`src/rtl/lpc_tpm_pkg.sv`:
```
package lpc_tpm_pkg;
  localparam logic [3:0] START_TPM  = 4'b0101;
  localparam logic [3:0] SYNC_READY = 4'b0000;
  localparam logic [3:0] SYNC_LWAIT = 4'b0110;
  localparam logic [3:0] SYNC_ERR   = 4'b1010;
  localparam logic [3:0] NIB_TAR    = 4'hF;

  typedef enum logic [2:0] {
    D_IDLE, D_CTYPE, D_ADDR, D_WDATA, D_TAR
  } dec_st_t;

  typedef enum logic [2:0] {
    R_IDLE, R_DECIDE, R_WAIT, R_SYNC, R_RDATA, R_TAR
  } rsp_st_t;
endpackage

```
`src/rtl/lpc_tpm_decode.sv`:
```
module lpc_tpm_decode
  import lpc_tpm_pkg::*;
#(
  parameter int ADDR_W   = 16,
  parameter int DATA_W   = 8,
  parameter int TAR_CLKS = 2
) (
  input  logic              clk,
  input  logic              rst,
  input  logic              frame_n,
  input  logic [3:0]        lad_in,
  output logic              hdr_done,
  output logic              wr,
  output logic [ADDR_W-1:0] addr,
  output logic [DATA_W-1:0] wdata
);
  localparam int ANIB  = ADDR_W / 4;
  localparam int DNIB  = DATA_W / 4;
  localparam int MAX_AD = (ANIB > DNIB) ? ANIB : DNIB;
  localparam int MAXN  = (MAX_AD > TAR_CLKS) ? MAX_AD : TAR_CLKS;
  localparam int CNT_W = $clog2(MAXN + 1);

  dec_st_t          st;
  logic [CNT_W-1:0] cnt;

  always_ff @(posedge clk) begin
    if (rst) begin
      st    <= D_IDLE;
      cnt   <= '0;
      wr    <= 1'b0;
      addr  <= '0;
      wdata <= '0;
    end else if (!frame_n) begin
      // every low-frame clock re-evaluates the start nibble
      st  <= (lad_in == START_TPM) ? D_CTYPE : D_IDLE;
      cnt <= '0;
    end else begin
      case (st)
        D_CTYPE: begin
          if (lad_in[3:2] == 2'b00) begin
            wr  <= lad_in[1];
            st  <= D_ADDR;
            cnt <= '0;
          end else begin
            st <= D_IDLE;
          end
        end
        D_ADDR: begin
          addr <= {addr[ADDR_W-5:0], lad_in};
          if (cnt == CNT_W'(ANIB - 1)) begin
            cnt <= '0;
            st  <= wr ? D_WDATA : D_TAR;
          end else begin
            cnt <= cnt + CNT_W'(1);
          end
        end
        D_WDATA: begin
          wdata <= {lad_in, wdata[DATA_W-1:4]};
          if (cnt == CNT_W'(DNIB - 1)) begin
            cnt <= '0;
            st  <= D_TAR;
          end else begin
            cnt <= cnt + CNT_W'(1);
          end
        end
        D_TAR: begin
          if (cnt == CNT_W'(TAR_CLKS - 1)) begin
            cnt <= '0;
            st  <= D_IDLE;
          end else begin
            cnt <= cnt + CNT_W'(1);
          end
        end
        default: st <= D_IDLE;
      endcase
    end
  end

  assign hdr_done = frame_n && (st == D_TAR) && (cnt == CNT_W'(TAR_CLKS - 1));
endmodule

```
`src/rtl/lpc_tpm_resp.sv`:
```
module lpc_tpm_resp
  import lpc_tpm_pkg::*;
#(
  parameter int DATA_W = 8
) (
  input  logic              clk,
  input  logic              rst,
  input  logic              frame_n,
  input  logic              hdr_done,
  input  logic              wr,
  input  logic              be_ack,
  input  logic              be_rej,
  input  logic [DATA_W-1:0] be_rdata,
  output logic [3:0]        lad_out,
  output logic              lad_oe,
  output logic              be_req
);
  localparam int DNIB  = DATA_W / 4;
  localparam int CNT_W = $clog2(DNIB + 1);

  rsp_st_t           st;
  logic [CNT_W-1:0]  cnt;
  logic [DATA_W-1:0] rdata_q;

  always_ff @(posedge clk) begin
    if (rst) begin
      st      <= R_IDLE;
      cnt     <= '0;
      rdata_q <= '0;
      lad_out <= NIB_TAR;
      lad_oe  <= 1'b0;
      be_req  <= 1'b0;
    end else if (!frame_n) begin
      st     <= R_IDLE;
      lad_oe <= 1'b0;
      be_req <= 1'b0;
    end else begin
      case (st)
        R_IDLE: begin
          if (hdr_done) begin
            st     <= R_DECIDE;
            be_req <= 1'b1;
          end
        end
        R_DECIDE: begin
          if (be_rej) begin
            st     <= R_IDLE;
            be_req <= 1'b0;
          end else if (be_ack) begin
            st      <= R_SYNC;
            lad_oe  <= 1'b1;
            lad_out <= SYNC_READY;
            be_req  <= 1'b0;
            rdata_q <= be_rdata;
          end else begin
            st      <= R_WAIT;
            lad_oe  <= 1'b1;
            lad_out <= SYNC_LWAIT;
          end
        end
        R_WAIT: begin
          if (be_ack) begin
            st      <= R_SYNC;
            lad_out <= SYNC_READY;
            be_req  <= 1'b0;
            rdata_q <= be_rdata;
          end
        end
        R_SYNC: begin
          if (!wr) begin
            st      <= R_RDATA;
            cnt     <= '0;
            lad_out <= rdata_q[3:0];
            rdata_q <= rdata_q >> 4;
          end else begin
            st      <= R_TAR;
            lad_out <= NIB_TAR;
          end
        end
        R_RDATA: begin
          if (cnt == CNT_W'(DNIB - 1)) begin
            st      <= R_TAR;
            lad_out <= NIB_TAR;
          end else begin
            cnt     <= cnt + CNT_W'(1);
            lad_out <= rdata_q[3:0];
            rdata_q <= rdata_q >> 4;
          end
        end
        R_TAR: begin
          st     <= R_IDLE;
          lad_oe <= 1'b0;
        end
        default: st <= R_IDLE;
      endcase
    end
  end

  AST_SYNC_FIRST: assert property (@(posedge clk) disable iff (rst)
    $rose(lad_oe) |-> (lad_out == SYNC_READY || lad_out == SYNC_LWAIT));
  AST_NO_SYNC_ERR: assert property (@(posedge clk) disable iff (rst)
    $rose(lad_oe) |-> lad_out != SYNC_ERR);
  AST_ABORT_RELEASE: assert property (@(posedge clk) disable iff (rst)
    !frame_n |=> (!lad_oe && !be_req));
  AST_DECIDE_UNDRIVEN: assert property (@(posedge clk) disable iff (rst)
    $rose(be_req) |-> !lad_oe);
  AST_REJECT_SILENT: assert property (@(posedge clk) disable iff (rst)
    (be_req && !lad_oe && be_rej && frame_n) |=> (!lad_oe && !be_req));
  AST_WAIT_CODE: assert property (@(posedge clk) disable iff (rst)
    (be_req && lad_oe) |-> lad_out == SYNC_LWAIT);
  AST_READY_AFTER_ACK: assert property (@(posedge clk) disable iff (rst)
    (be_req && be_ack && !be_rej && frame_n) |=> (lad_oe && lad_out == SYNC_READY && !be_req));
endmodule

```
`src/rtl/lpc_tpm_target.sv`:
```
module lpc_tpm_target
  import lpc_tpm_pkg::*;
#(
  parameter int ADDR_W   = 16,
  parameter int DATA_W   = 8,
  parameter int TAR_CLKS = 2
) (
  input  logic              clk,
  input  logic              rst,
  input  logic              lframe_n,
  input  logic [3:0]        lad_in,
  output logic [3:0]        lad_out,
  output logic              lad_oe,
  output logic              be_req,
  output logic              be_wr,
  output logic [ADDR_W-1:0] be_addr,
  output logic [DATA_W-1:0] be_wdata,
  input  logic              be_ack,
  input  logic              be_rej,
  input  logic [DATA_W-1:0] be_rdata
);
  logic hdr_done;

  lpc_tpm_decode #(
    .ADDR_W   (ADDR_W),
    .DATA_W   (DATA_W),
    .TAR_CLKS (TAR_CLKS)
  ) u_decode (
    .clk      (clk),
    .rst      (rst),
    .frame_n  (lframe_n),
    .lad_in   (lad_in),
    .hdr_done (hdr_done),
    .wr       (be_wr),
    .addr     (be_addr),
    .wdata    (be_wdata)
  );

  lpc_tpm_resp #(
    .DATA_W (DATA_W)
  ) u_resp (
    .clk      (clk),
    .rst      (rst),
    .frame_n  (lframe_n),
    .hdr_done (hdr_done),
    .wr       (be_wr),
    .be_ack   (be_ack),
    .be_rej   (be_rej),
    .be_rdata (be_rdata),
    .lad_out  (lad_out),
    .lad_oe   (lad_oe),
    .be_req   (be_req)
  );
endmodule

```
`config.mk`:
```
export PLATFORM = sky130hd
export DESIGN_NAME = lpc_tpm_target
export DESIGN_NICKNAME = d
export VERILOG_FILES = /design/src/rtl/lpc_tpm_pkg.sv /design/src/rtl/lpc_tpm_decode.sv /design/src/rtl/lpc_tpm_resp.sv /design/src/rtl/lpc_tpm_target.sv
export SDC_FILE = /design/constraint.sdc
export NUM_CORES = 1
export LEC_CHECK = 0
export BUFFER_PORTS_ARGS = -buffer_cell sky130_fd_sc_hd__buf_4
export CAP_MARGIN = 20
export CORE_MARGIN = 2
export CORE_UTILIZATION = 28
export CTS_BUF_LIST = sky130_fd_sc_hd__clkbuf_16
export DETAILED_ROUTE_END_ITERATION = 7
export MAX_ROUTING_LAYER = met4
export PLACE_DENSITY_LB_ADDON = 0.25
export RECOVER_POWER = 100
export REMOVE_ABC_BUFFERS = 1
export SETUP_SLACK_MARGIN = 0.5
export SYNTH_ARGS = -nofsm -noshare
export SYNTH_HDL_FRONTEND = slang
export SYNTH_HIERARCHICAL = 1
export SYNTH_SLANG_ARGS = --single-unit
```
`constraint.sdc`:
```
create_clock -name clk -period 4.1 [get_ports clk]
set_clock_uncertainty 0.05 [all_clocks]
set_input_delay 0.41 -clock clk [delete_from_list [all_inputs] [get_ports clk]]
set_output_delay 0.41 -clock clk [all_outputs]
set_load 0.01 [all_outputs]
```
# After elaboration in Yosys (flattened, before gate mapping)
# Cells that the tools add are included.
[word_totals] ff_bits=50 in_bits=17 wordCells=98
[op_classes] add_sub_neg=2 eq_ne=23 muxes=39 bitwise_logic=1 reduce_logical=22
[ops] cell="3-bit two-way mux" n=13
[ops] cell="8-bit two-way mux" n=4
[ops] cell="8-bit case mux with 4 select lines" n=1
[ops] cell="4-bit two-way mux" n=4
[ops] cell="4-bit case mux with 4 select lines" n=1
[ops] cell="3-bit by 2-bit == test with 1-bit output (second input constant)" n=5
[ops] cell="3-bit case mux with 5 select lines" n=1
[ops] cell="3-bit case mux with 4 select lines" n=1
[ops] cell="2-bit != test (second input constant)" n=5
[ops] cell="2-bit AND reduction" n=5
[ops] cell="3-bit by 1-bit == test with 1-bit output (second input constant)" n=3
[ops] cell="3-bit == test (second input constant)" n=3
[ops] cell="3-bit by 2-bit != test with 1-bit output (second input constant)" n=3
[ops] cell="3-bit case mux with 3 select lines" n=1
[ops] cell="3-bit AND reduction" n=3
[ops] cell="4-bit AND reduction" n=2
[ops] cell="1-bit two-way mux" n=7
[ops] cell="2-bit two-way mux" n=3
[ops] cell="3-bit nonzero test" n=2
[ops] cell="5-bit AND reduction" n=1
[ops] cell="4-bit by 3-bit == test with 1-bit output (second input constant)" n=1
[ops] cell="2-bit by 1-bit != test with 1-bit output (second input constant)" n=2
[ops] cell="2-bit case mux with 2 select lines" n=1
[ops] cell="2-bit nonzero test" n=2
[ops] cell="other kinds (11)" n=13

# Longest topological paths before layout
# Gate-level depths: netlist of run 1.
[depth] ltp_word=5 mapped_depth=9

# Cells and area by module
# The synthesis of run 1 kept the hierarchy.
[modules_own_cells] mod="lpc_tpm_decode" n_inst=1 cells_each=177 area_each_um2=1485.2 seq_area_each_um2=620.6
[modules_own_cells] mod="lpc_tpm_resp" n_inst=1 cells_each=133 area_each_um2=1174.9 seq_area_each_um2=380.4

# Worst setup path after synthesis of run 1
# No wires, ideal clock.
[synth_timing] path_kind="in2reg" start="input port be_ack" end="register u_resp.rdata_q[0]" setup_time_ns=0.072 arrival_time_ns=1.486 path_slack_ns=2.492 cell_stages=6 n_path_buf=2 path_cell_list="clkbuf_1 a211oi_1 nor2b_1 and3_1 buf_2 mux2i_1"
[synth_via] elab_chain_cells=3
[synth_rtl] element="from (decl)" line_no="lpc_tpm_target.sv:18" source="input logic be_ack,"
[synth_rtl] element="8-bit two-way mux *"
[synth_rtl] element="8-bit two-way mux"
[synth_rtl] element="8-bit case mux with 4 select lines *"
[synth_rtl] element="to (signal assigned)" line_no="lpc_tpm_resp.sv:54" source="rdata_q <= be_rdata;"
[synth_rtl] element="to (signal assigned)" line_no="lpc_tpm_resp.sv:66" source="rdata_q <= be_rdata;"
[synth_rtl] element="to (signal assigned)" line_no="lpc_tpm_resp.sv:74" source="rdata_q <= rdata_q >> 4;"
[synth_rtl] element="to (decl)" line_no="lpc_tpm_resp.sv:23" source="logic [DATA_W-1:0] rdata_q;"
# Mark *: on every way between the ends. The rest lies on a longest branch, timed or not. The select of a mux whose other input is x is not followed.
# A chain may end at the register's enable or synchronous reset.

# Final worst setup path of run 1
[layout_timing] start="register u_resp.st[2]" end="register u_resp.rdata_q[2]"
[layout_via] elab_chain_cells=3 word_cells_on_any_way=10
[layout_rtl] element="from (decl)" line_no="lpc_tpm_resp.sv:21" source="rsp_st_t st;"
[layout_rtl] element="from (signal assigned)" line_no="lpc_tpm_resp.sv:27" source="st <= R_IDLE;"
[layout_rtl] element="from (signal assigned)" line_no="lpc_tpm_resp.sv:34" source="st <= R_IDLE;"
[layout_rtl] element="from (signal assigned)" line_no="lpc_tpm_resp.sv:41" source="st <= R_DECIDE;"
[layout_rtl] element="3-bit == test, or another cell as far along" line_no="lpc_tpm_resp.sv:38" source="case (st)"
[layout_rtl] element="2-bit != test (no line) or 4-bit nonzero test (tied branches)"
[layout_rtl] element="5-bit AND reduction (no line)"
# Several ways; a longest one is shown, not always the timed one.

==> impl_metrics.tcl, run 1 <==
set metrics [dict create \
    status "completed" \
    ys_types 59 \
    dr.pass1.iters 4 \
    tightest_slew_ns 0.816 \
    power.leakage_uw 0.00101 \
    diodes 0 \
    gp_congestion 0.828 \
    timing.rr.start "u_resp/st[2]" \
    setup_viol_count_final 0 \
    synthFlopType "dfxtp_1" \
    yosysTopAreaCellShare 0.376 \
    num-nets-final 363 \
    synth_edf_count 0 \
    yosysWarnings 6 \
    grt_overflow 0 \
    viasPerCell 4.89 \
    cts_buffers 5 \
    finalHoldViolations 0 \
    dp.cells 462 \
    powerDensity_nw_per_um2 319 \
    ios 48 \
    grt_pass1_vias 2157 \
    period_minus_slack_ns 2.43 \
    synthTopCellsByCount "nand2_1, dfxtp_1, a21oi_1" \
    htreeDepth 2 \
    cts_hold_buf 0 \
    dpl.hpwl_um 4370 \
    fin_cells 470 \
    preCtsSetupSlack_ns 1.94 \
    ir_drop_uv 194 \
    die_w_um 101 \
    area_delta_synth_final_pct 13.6 \
    numPortBuffers 47 \
    hold_slack_ns 0.337 \
    yosysSeqAreaShare 0.376 \
    critPathArrivalTime_ns 2.53 \
    ys_ff_latch 50 \
    clk_path_buf_depth 2 \
    die_y_um 101 \
    critPathRequiredTime_ns 4.21 \
    setup_ws_ns 1.67 \
    path_max_fanout 24 \
    ff2ff_setup_slack_ns 1.67 \
    fin_crit_sh 0.592 \
    final-max-slew-violation-count 0 \
    core_area_um2 9240 \
    num-fill-cells 1023 \
    num_rows 35 \
    cts_resized 0 \
    synthArstFlopShare 0 \
    wirelength_um 6260 \
    ant_nets 0 \
    hold_class "input port to register" \
    layout-drive-gt1-share 0.103 \
    max-slew-margin-rel 0.455 \
    critPathLaunchType "register" \
    clk_latency_ns 0.29 \
    synth.most_common_cell "nand2_1" \
    fin_tns_setup_ns 0 \
    grt_max_degree 54 \
    synth_area_per_cell_um2 8.58 \
    hp-start "lad_in[0]" \
    startpoint "u_resp/st[2]" \
    grt_antenna_before_repair 0 \
    initial_core_util 0.288 \
    die_area_um2 10300 \
    clkTransAtPathRegs_ns 0.07 \
    fmax_ghz 0.412 \
    drt_iter0_drc 79 \
    syn_inst 310 \
    wl_per_cell_um 13.3 \
    worstSetupEndpointType "register" \
    syn_area_um2 2660 \
    cts_tree "done" \
    critical_path_class "register to register" \
    grt_usage 0.128 \
    fin_util 0.327 \
    clockRootBuffer "clkbuf_16" \
    multi_input_area_um2 1420 \
    post-route-drc-count 0 \
    synth_area_leaders "dfxtp_1, nand2_1, a21oi_1" \
    post_cts_buffers 0 \
    drv_cap 0 \
    yosysTopAreaCell "dfxtp_1" \
    seqCellArea_um2 1000 \
    grt_first_pass_wirelength_um 10400 \
    grt_setup_unrepaired "false" \
    cts_sinks 50 \
    via_count 2298 \
]
## cell families (layout without fill, tap and decap cells)
| group | count (synthesis) | count (layout) | synth area share |
|---|---|---|---|
| simple gates | 120 | 120 | 0.255 |
| compound gates | 86 | 86 | 0.222 |
| flops | 50 | 50 | 0.376 |
| buf+inv | 37 | 68 | 0.0776 |
| mux | 9 | 9 | 0.0339 |
| fa+ha+maj | 6 | 6 | 0.0282 |
| xor+xnor | 2 | 2 | 0.00659 |
## critical path, cell delays in order, from the launching register on
cell and delay (ns):
dfxtp_1 0.79, nor3b_1 0.45, or2_0 0.59, mux2i_1 0.32, o31ai_1 0.09
## per-stage QoR
stage,power [uW],area (um2)
after floorplan,511,2500
after global placement,540,3020
after detailed placement,540,3020
after CTS,979,3170
after global routing,1000,3020
final,963,3020
## state kept, by name, indices dropped and copies added, names as in the netlist
signal / cells
u_decode/cnt: 3
u_decode/wdata: 8
u_resp/cnt: 2
u_decode/st: 3
u_resp/st: 3
u_resp/lad_oe: 1
u_resp/rdata_q: 8
u_resp/be_req: 1
u_decode/addr: 16
u_decode/wr: 1
u_resp/lad_out: 4
## per-layer routing
layer / global-route usage / routed length [um] / up-vias
met5: - / 0 / -
met4: 0.0249 / 29 / 0
met3: 0.0304 / 354 / 4
met2: 0.199 / 2830 / 66
met1: 0.170 / 3050 / 1071
li1: - / - / 1157
## power breakdown
group | leakage, uW | switching, uW | internal (uW)
combinational | 0.000530 | 23.1 | 18.2
clock | 0.0000763 | 202 | 234
sequential | 0.000403 | 0.628 | 485
## cell type report
| class | instances | share of cell area |
|---|---|---|
| Inverter | 13 | 0.0161 |
| Clock inverter | 3 | 0.00952 |
| Clock buffer | 5 | 0.0414 |
| Multi-Input combinational cell | 223 | 0.470 |
| Tap cell | 129 | 0.0534 |
| Sequential cell | 50 | 0.331 |
| Timing Repair Buffer | 47 | 0.0783 |
## final timing paths
path                        to  cells after the start
max          u_resp/rdata_q[2]                      4
min          u_decode/wdata[4]                      3
max reg2reg  u_resp/rdata_q[2]                      4
min reg2reg  u_decode/addr[13]                      2
## placed cells by master (no fill, tap or decap), types with 2 or more instances in the layout
master / netlist / layout
a211oi_1: 4 / 4
a21oi_1: 35 / 36
a221o_1: 4 / 4
a22oi_1: 4 / 4
a311o_1: 3 / 3
a31oi_1: 4 / 4
and3_1: 2 / 2
buf_4: 3 / 16
clkbuf_1: 6 / 31
clkbuf_16: 0 / 5
dfxtp_1: 50 / 50
ha_1: 6 / 6
inv_1: 13 / 13
mux2i_1: 9 / 9
nand2_1: 52 / 52
nand2b_1: 9 / 9
nand2b_4: 2 / 2
nand3_1: 6 / 6
nor2_1: 10 / 10
nor2b_1: 9 / 9
nor2b_4: 2 / 2
nor3_1: 6 / 6
nor3b_1: 2 / 3
nor4b_1: 2 / 3
o211ai_1: 3 / 3
o21ai_0: 7 / 8
o21ai_1: 3 / 2
o221a_2: 2 / 2
o31ai_1: 3 / 3
or2_0: 0 / 2
or3b_1: 5 / 5
xor2_1: 2 / 2
(Power assumes the default switching activity.)
==> run 2, diff against run 1 <==
--- a/config.mk
+++ b/config.mk
@@ -5,6 +5,7 @@
 export SDC_FILE = /design/constraint.sdc
 export NUM_CORES = 1
 export LEC_CHECK = 0
+export ABC_AREA = 1
 export BUFFER_PORTS_ARGS = -buffer_cell sky130_fd_sc_hd__buf_4
 export CAP_MARGIN = 20
 export CORE_MARGIN = 2
==> constraint.sdc (replaced) <==
create_clock -name clk -period 2.2 [get_ports clk]
set_clock_uncertainty 0.05 [all_clocks]
set_input_delay 0.22 -clock clk [delete_from_list [all_inputs] [get_ports clk]]
set_output_delay 0.22 -clock clk [all_outputs]
set_load 0.01 [all_outputs]
==> impl_metrics.tcl, run 2 <==
set metrics [dict create \
    yosysTopAreaCellShare 0.405 \
    power.leakage_uw 0.00130 \
    grt_usage 0.124 \
    ff2ff_setup_slack_ns 0.44 \
    wl_per_cell_um 11.3 \
    diodes 0 \
    cts_sinks 50 \
    largest_reg_flops 16 \
    num_rows 34 \
    wirelength_um 5740 \
    yosysWarnings 6 \
    cts_tree "done" \
    powerDensity_nw_per_um2 633 \
    top_regs "u_decode/addr (16), u_decode/wdata (8), u_resp/rdata_q (8)" \
    die_y_um 97.9 \
    yosysSeqAreaShare 0.405 \
    reg2reg_to "u_resp/lad_out[1]" \
    startpoint "u_resp/st[2]" \
    cts_hold_buf 0 \
    die_w_um 97.9 \
    worstSetupEndpointType "register" \
    critPathCapture "u_resp/lad_out[1]" \
    synthFlopType "dfxtp_1" \
    grt_setup_unrepaired "false" \
    layout-drive-gt1-share 0.106 \
    final_common_cell "nor2_1" \
    dr.pass1.iters 4 \
    yosysTopAreaCell "dfxtp_1" \
    setup_viol_count_final 0 \
    grt_first_pass_wirelength_um 9700 \
    wl_met3_um 402 \
    ir_drop_uv 326 \
    max_stage_delay_ns 0.40 \
    grt_max_degree 28 \
    gp_congestion 0.914 \
    num-fill-cells 971 \
    hold_class "input port to register" \
    cp_slowest_cell "dfxtp_1" \
    fmax_ghz 0.568 \
    critPathRequiredTime_ns 2.30 \
    finalHoldViolations 0 \
    hp-start "rst" \
    wl_met2_um 2640 \
    synth_area_leaders "dfxtp_1, nor2_1, nand2_1" \
    grt_overflow 0 \
    top_register "u_decode/addr" \
    worstPathCellList "inv_1 > nand2_2 > nand3_1 > nor2_1 > nand2_1 > nand2_1 > nand3_1" \
    dpl.hpwl_um 4200 \
    drv_cap 0 \
    status "completed" \
    initial_core_util 0.286 \
    setup_ws_ns 0.439 \
    post-route-drc-count 0 \
    critical-path-top-delay-family "simple AND/OR/NAND/NOR gates" \
    syn_inst 349 \
    path_max_fanout 11 \
    max-slew-margin-rel 0.548 \
    syn_area_um2 2470 \
    fin_crit_sh 0.801 \
    htreeDepth 2 \
    clockRootBuffer "clkbuf_16" \
    synth_area_per_cell_um2 7.08 \
    num-nets-final 420 \
    die_area_um2 9590 \
    synth.most_common_cell "nor2_1" \
    top_layer "met4" \
    grt_pass1_vias 2159 \
    viasPerCell 4.64 \
    final-max-slew-violation-count 0 \
    synthArstFlopShare 0 \
    grt_antenna_before_repair 0 \
    rr_worst_depth 7 \
    critical_path_class "register to register" \
    critical_path_depth 7 \
    preCtsSetupSlack_ns 0.419 \
    final_cell_mix "nor2_1, nand2_1, dfxtp_1, inv_1, nand3_1" \
    ys_ff_latch 50 \
    critPathLaunchType "register" \
    clk_latency_ns 0.29 \
    period_minus_slack_ns 1.76 \
    via_count 2350 \
    core_area_um2 8640 \
    synth_edf_count 0 \
    drt_iter0_drc 60 \
    fin_tns_setup_ns 0 \
    wl_met1_um 2620 \
    tightest_slew_ns 0.677 \
    numPortBuffers 47 \
    critPathBufInv 1 \
    area_delta_synth_final_pct 19.8 \
    timing.rr.start "u_resp/st[2]" \
    critPathArrivalTime_ns 1.86 \
    synthTopCellsByCount "nor2_1, nand2_1, dfxtp_1" \
    ant_nets 0 \
    clkTransAtPathRegs_ns 0.07 \
    clk_path_buf_depth 2 \
    ios 48 \
    ys_types 27 \
    cts_buffers 5 \
]
-- run 2: cell types whose count changed after synthesis, sizes merged, moves of 7 or more --
cell    delta
nand2b    -11
nor2      +66
nand4      +7
inv       +28
a21oi     -19
nand2     +13
o21ai     +20
buf        -8
nand3     +31
mux2i      -9
nor2b     -11
-- run 2: final cells by class --
class | instances | area, um2 | area share
multi-input cells | 248 | 1220 | 0.412
flip-flops and latches | 50 | 1000 | 0.339
repair buffers | 51 | 275 | 0.0930
inverters | 41 | 154 | 0.0520
well taps | 108 | 135 | 0.0457
clock buffers | 5 | 125 | 0.0423
clock inverters | 3 | 47.5 | 0.0161
-- run 2: worst reg2reg max path, stage by stage (launching register included) --
cell and delay [ns]:
dfxtp_1 0.40, inv_1 0.22, nand2_2 0.16, nand3_1 0.09, nor2_1 0.35, nand2_1 0.19
nand2_1 0.10, nand3_1 0.08
-- run 2: routing by layer --
layer / vias up / global-route usage
li1: 1217 / -
met1: 1060 / 0.155
met2: 66 / 0.193
met3: 7 / 0.0365
met4: 0 / 0.0395
met5: - / -
-- run 2: kinds of logic (layout without fill, tap and decap cells) --
group | after synthesis | after routing | share of synthesized area
flops | 50 | 50 | 0.405
buf+inv | 51 | 100 | 0.0978
fa+ha+maj | 6 | 6 | 0.0304
simple gates | 192 | 192 | 0.363
compound gates | 50 | 50 | 0.104
-- run 2: worst min path at each step --
stage	endpoint	cells past startpoint
after floorplan	u_decode/st[2]	1
after global placement	u_decode/st[2]	2
after detailed placement	u_decode/st[2]	2
after CTS	u_decode/st[2]	2
after global routing	u_resp/cnt[0]	2
final	u_decode/st[2]	2
-- run 2: per-stage QoR --
stage                     hold slack [ns]  cells  total power (uW)  area, um2  utilization
after floorplan                     0.239    339               963       2380            -
after global placement              0.375    495              1010       2880        0.333
after detailed placement            0.380    495              1010       2880        0.333
after CTS                          0.0706    503              1910       3060        0.354
after global routing               0.0863    506              1950       2960        0.343
final                              0.0798    506              1870       2960        0.343
-- run 2: report_power, final --
part	internal [uW]	switching (uW)
Clock	543	348
Sequential	905	1.07
Combinational	31.6	43.7
-- run 2: timing repair --
item | CTS | global route
endpoints found under the setup margin | 4 | 8
pin swaps | 0 | 1
gates resized for setup | 1 | 3
gates cloned | 0 | 0
buffers inserted | 0 | 3
==> run 3, diff against run 2 <==
==> constraint.sdc (replaced) <==
create_clock -name clk -period 1.7 [get_ports clk]
set_clock_uncertainty 0.05 [all_clocks]
set_input_delay 0.17 -clock clk [delete_from_list [all_inputs] [get_ports clk]]
set_output_delay 0.17 -clock clk [all_outputs]
set_load 0.01 [all_outputs]
==> impl_metrics.tcl, run 3 (same netlist as run 2, synthesis figures left out) <==
set metrics [dict create \
    status "completed" \
    tightest_slew_ns 0.268 \
    grt_antenna_before_repair 0 \
    final_common_cell "nor2_1" \
    worstSetupEndpointType "register" \
    pwr-share-clk 0.479 \
    period_minus_slack_ns 1.50 \
    fin_crit_sh 0.882 \
    pwr-share-comb 0.050 \
    cts_buffers 5 \
    fmax_ghz 0.667 \
    wirelength_um 7000 \
    grt_usage 0.147 \
    intPower_uw 1920 \
    die_w_um 97.9 \
    diodes 0 \
    seq_power_share 0.471 \
    power.leakage_uw 0.00150 \
    top_register "u_decode/addr" \
    clk_latency_ns 0.29 \
    finalHoldViolations 0 \
    num-nets-final 451 \
    final_cell_mix "nor2_1, nand2_1, dfxtp_1, buf_4, clkbuf_1" \
    max-slew-margin-rel 0.821 \
    critPathRequiredTime_ns 1.88 \
    fin_cells 537 \
    ios 48 \
    final-max-slew-violation-count 0 \
    dpl.hpwl_um 4320 \
    critical_path_class "register to register" \
    powerDensity_nw_per_um2 694 \
    largest_reg_flops 16 \
    num_rows 34 \
    critPathLaunchType "register" \
    path_max_fanout 6 \
    placed_area_um2 2900 \
    core_area_um2 8640 \
    top_regs "u_decode/addr (16), u_decode/wdata (8), u_resp/rdata_q (8)" \
    grt_setup_unrepaired "true" \
    initial_core_util 0.286 \
    wl_per_cell_um 13.0 \
    clockRootBuffer "clkbuf_16" \
    fin_tns_setup_ns 0 \
    cts_sinks 50 \
    switching_power_uw 550 \
    drt_iter0_drc 81 \
    fin_util 0.412 \
    htreeDepth 2 \
    hold_class "input port to register" \
    ant_nets 0 \
    setup_viol_count_final 0 \
    cts_tree "done" \
    ir_drop_uv 477 \
    viasPerCell 4.73 \
    numPortBuffers 47 \
    post-route-drc-count 0 \
    drv_cap 0 \
    grt_pass1_vias 2444 \
    grt_overflow 0 \
    clkTransAtPathRegs_ns 0.07 \
    switching_share 0.223 \
    die_y_um 97.9 \
    area_delta_synth_final_pct 44.1 \
    via_count 2542 \
    hold_slack_ns 0.0199 \
    grt_max_degree 28 \
    clk_path_buf_depth 2 \
    num-fill-cells 901 \
    gp_congestion 0.876 \
    critPathArrivalTime_ns 1.68 \
    dr.pass1.iters 4 \
    grt_first_pass_wirelength_um 11400 \
    dp.cells 498 \
    cts_hold_buf 0 \
    die_area_um2 9590 \
    final_area_um2 3560 \
    layout-drive-gt1-share 0.333 \
]
-- run 3: changes by cell type in the layout (fill, tap and decap cells not counted), sizes merged --
| cell | change |
|---|---|
| inv | +1 |
| clkinv | -1 |
| nor2 | +1 |
| clkbuf | +4 |
| buf | +26 |
-- run 3: path summary, 6_finish.rpt --
check	end	slack [ns]	cells past startpoint	startpoint
min	u_resp/cnt[0]	0.02	2	rst
max	u_resp/cnt[0]	0.20	7	u_resp/st[0]
min reg2reg	u_decode/wdata[2]	0.40	2	u_decode/wdata[2]
max reg2reg	u_resp/cnt[0]	0.20	7	u_resp/st[0]
-- run 3: cell type report --
cell class | count | area (um2) | share of cell area
Clock buffer | 5 | 125 | 0.0351
Clock inverter | 3 | 47.5 | 0.0134
Inverter | 41 | 189 | 0.0531
Multi-Input combinational cell | 249 | 1500 | 0.421
Sequential cell | 50 | 1020 | 0.288
Tap cell | 108 | 135 | 0.0380
Timing Repair Buffer | 81 | 541 | 0.152
-- run 3: stage by stage --
step / total power, uW / worst slack, ns
6_report: 2470 / 0.200
5_1_grt: 2560 / 0.140
4_1_cts: 2480 / 0.346
3_5_place_dp: 1310 / 0.138
3_3_place_gp: 1310 / 0.209
2_1_floorplan: 1250 / 0.175
-- run 3: repair_timing --
item | 4_1_cts | 5_1_grt
cloned | 2 | 0
setup endpoints to repair | 47 | 48
pin swaps | 24 | 22
setup buffers | 20 | 9
resized for setup | 83 | 57
-- run 3: power by group through the flow --
stage / sequential [uW] / clock, uW / combinational, uW
floorplan: 1200 / 0 / 46.6
global placement: 1200 / 0 / 107
global route: 1160 / 1260 / 136
detailed placement: 1200 / 0 / 106
finish: 1160 / 1180 / 123
CTS: 1160 / 1210 / 111
-- run 3: routing by layer --
layer,vias up,part of all wire,GRT usage
li1,1282,-,-
met1,1165,0.43,0.177
met2,77,0.49,0.237
met3,18,0.061,0.0365
met4,0,0.020,0.0534
met5,-,0,-
-- run 3: worst max-delay path: stages, from the launching register on --
cell and delay, ns:
dfxtp_4 0.38, nor2_4 0.17, nand2_1 0.19, buf_4 0.18, buf_4 0.12, nor2_2 0.07
nand4_1 0.12, a21oi_2 0.14
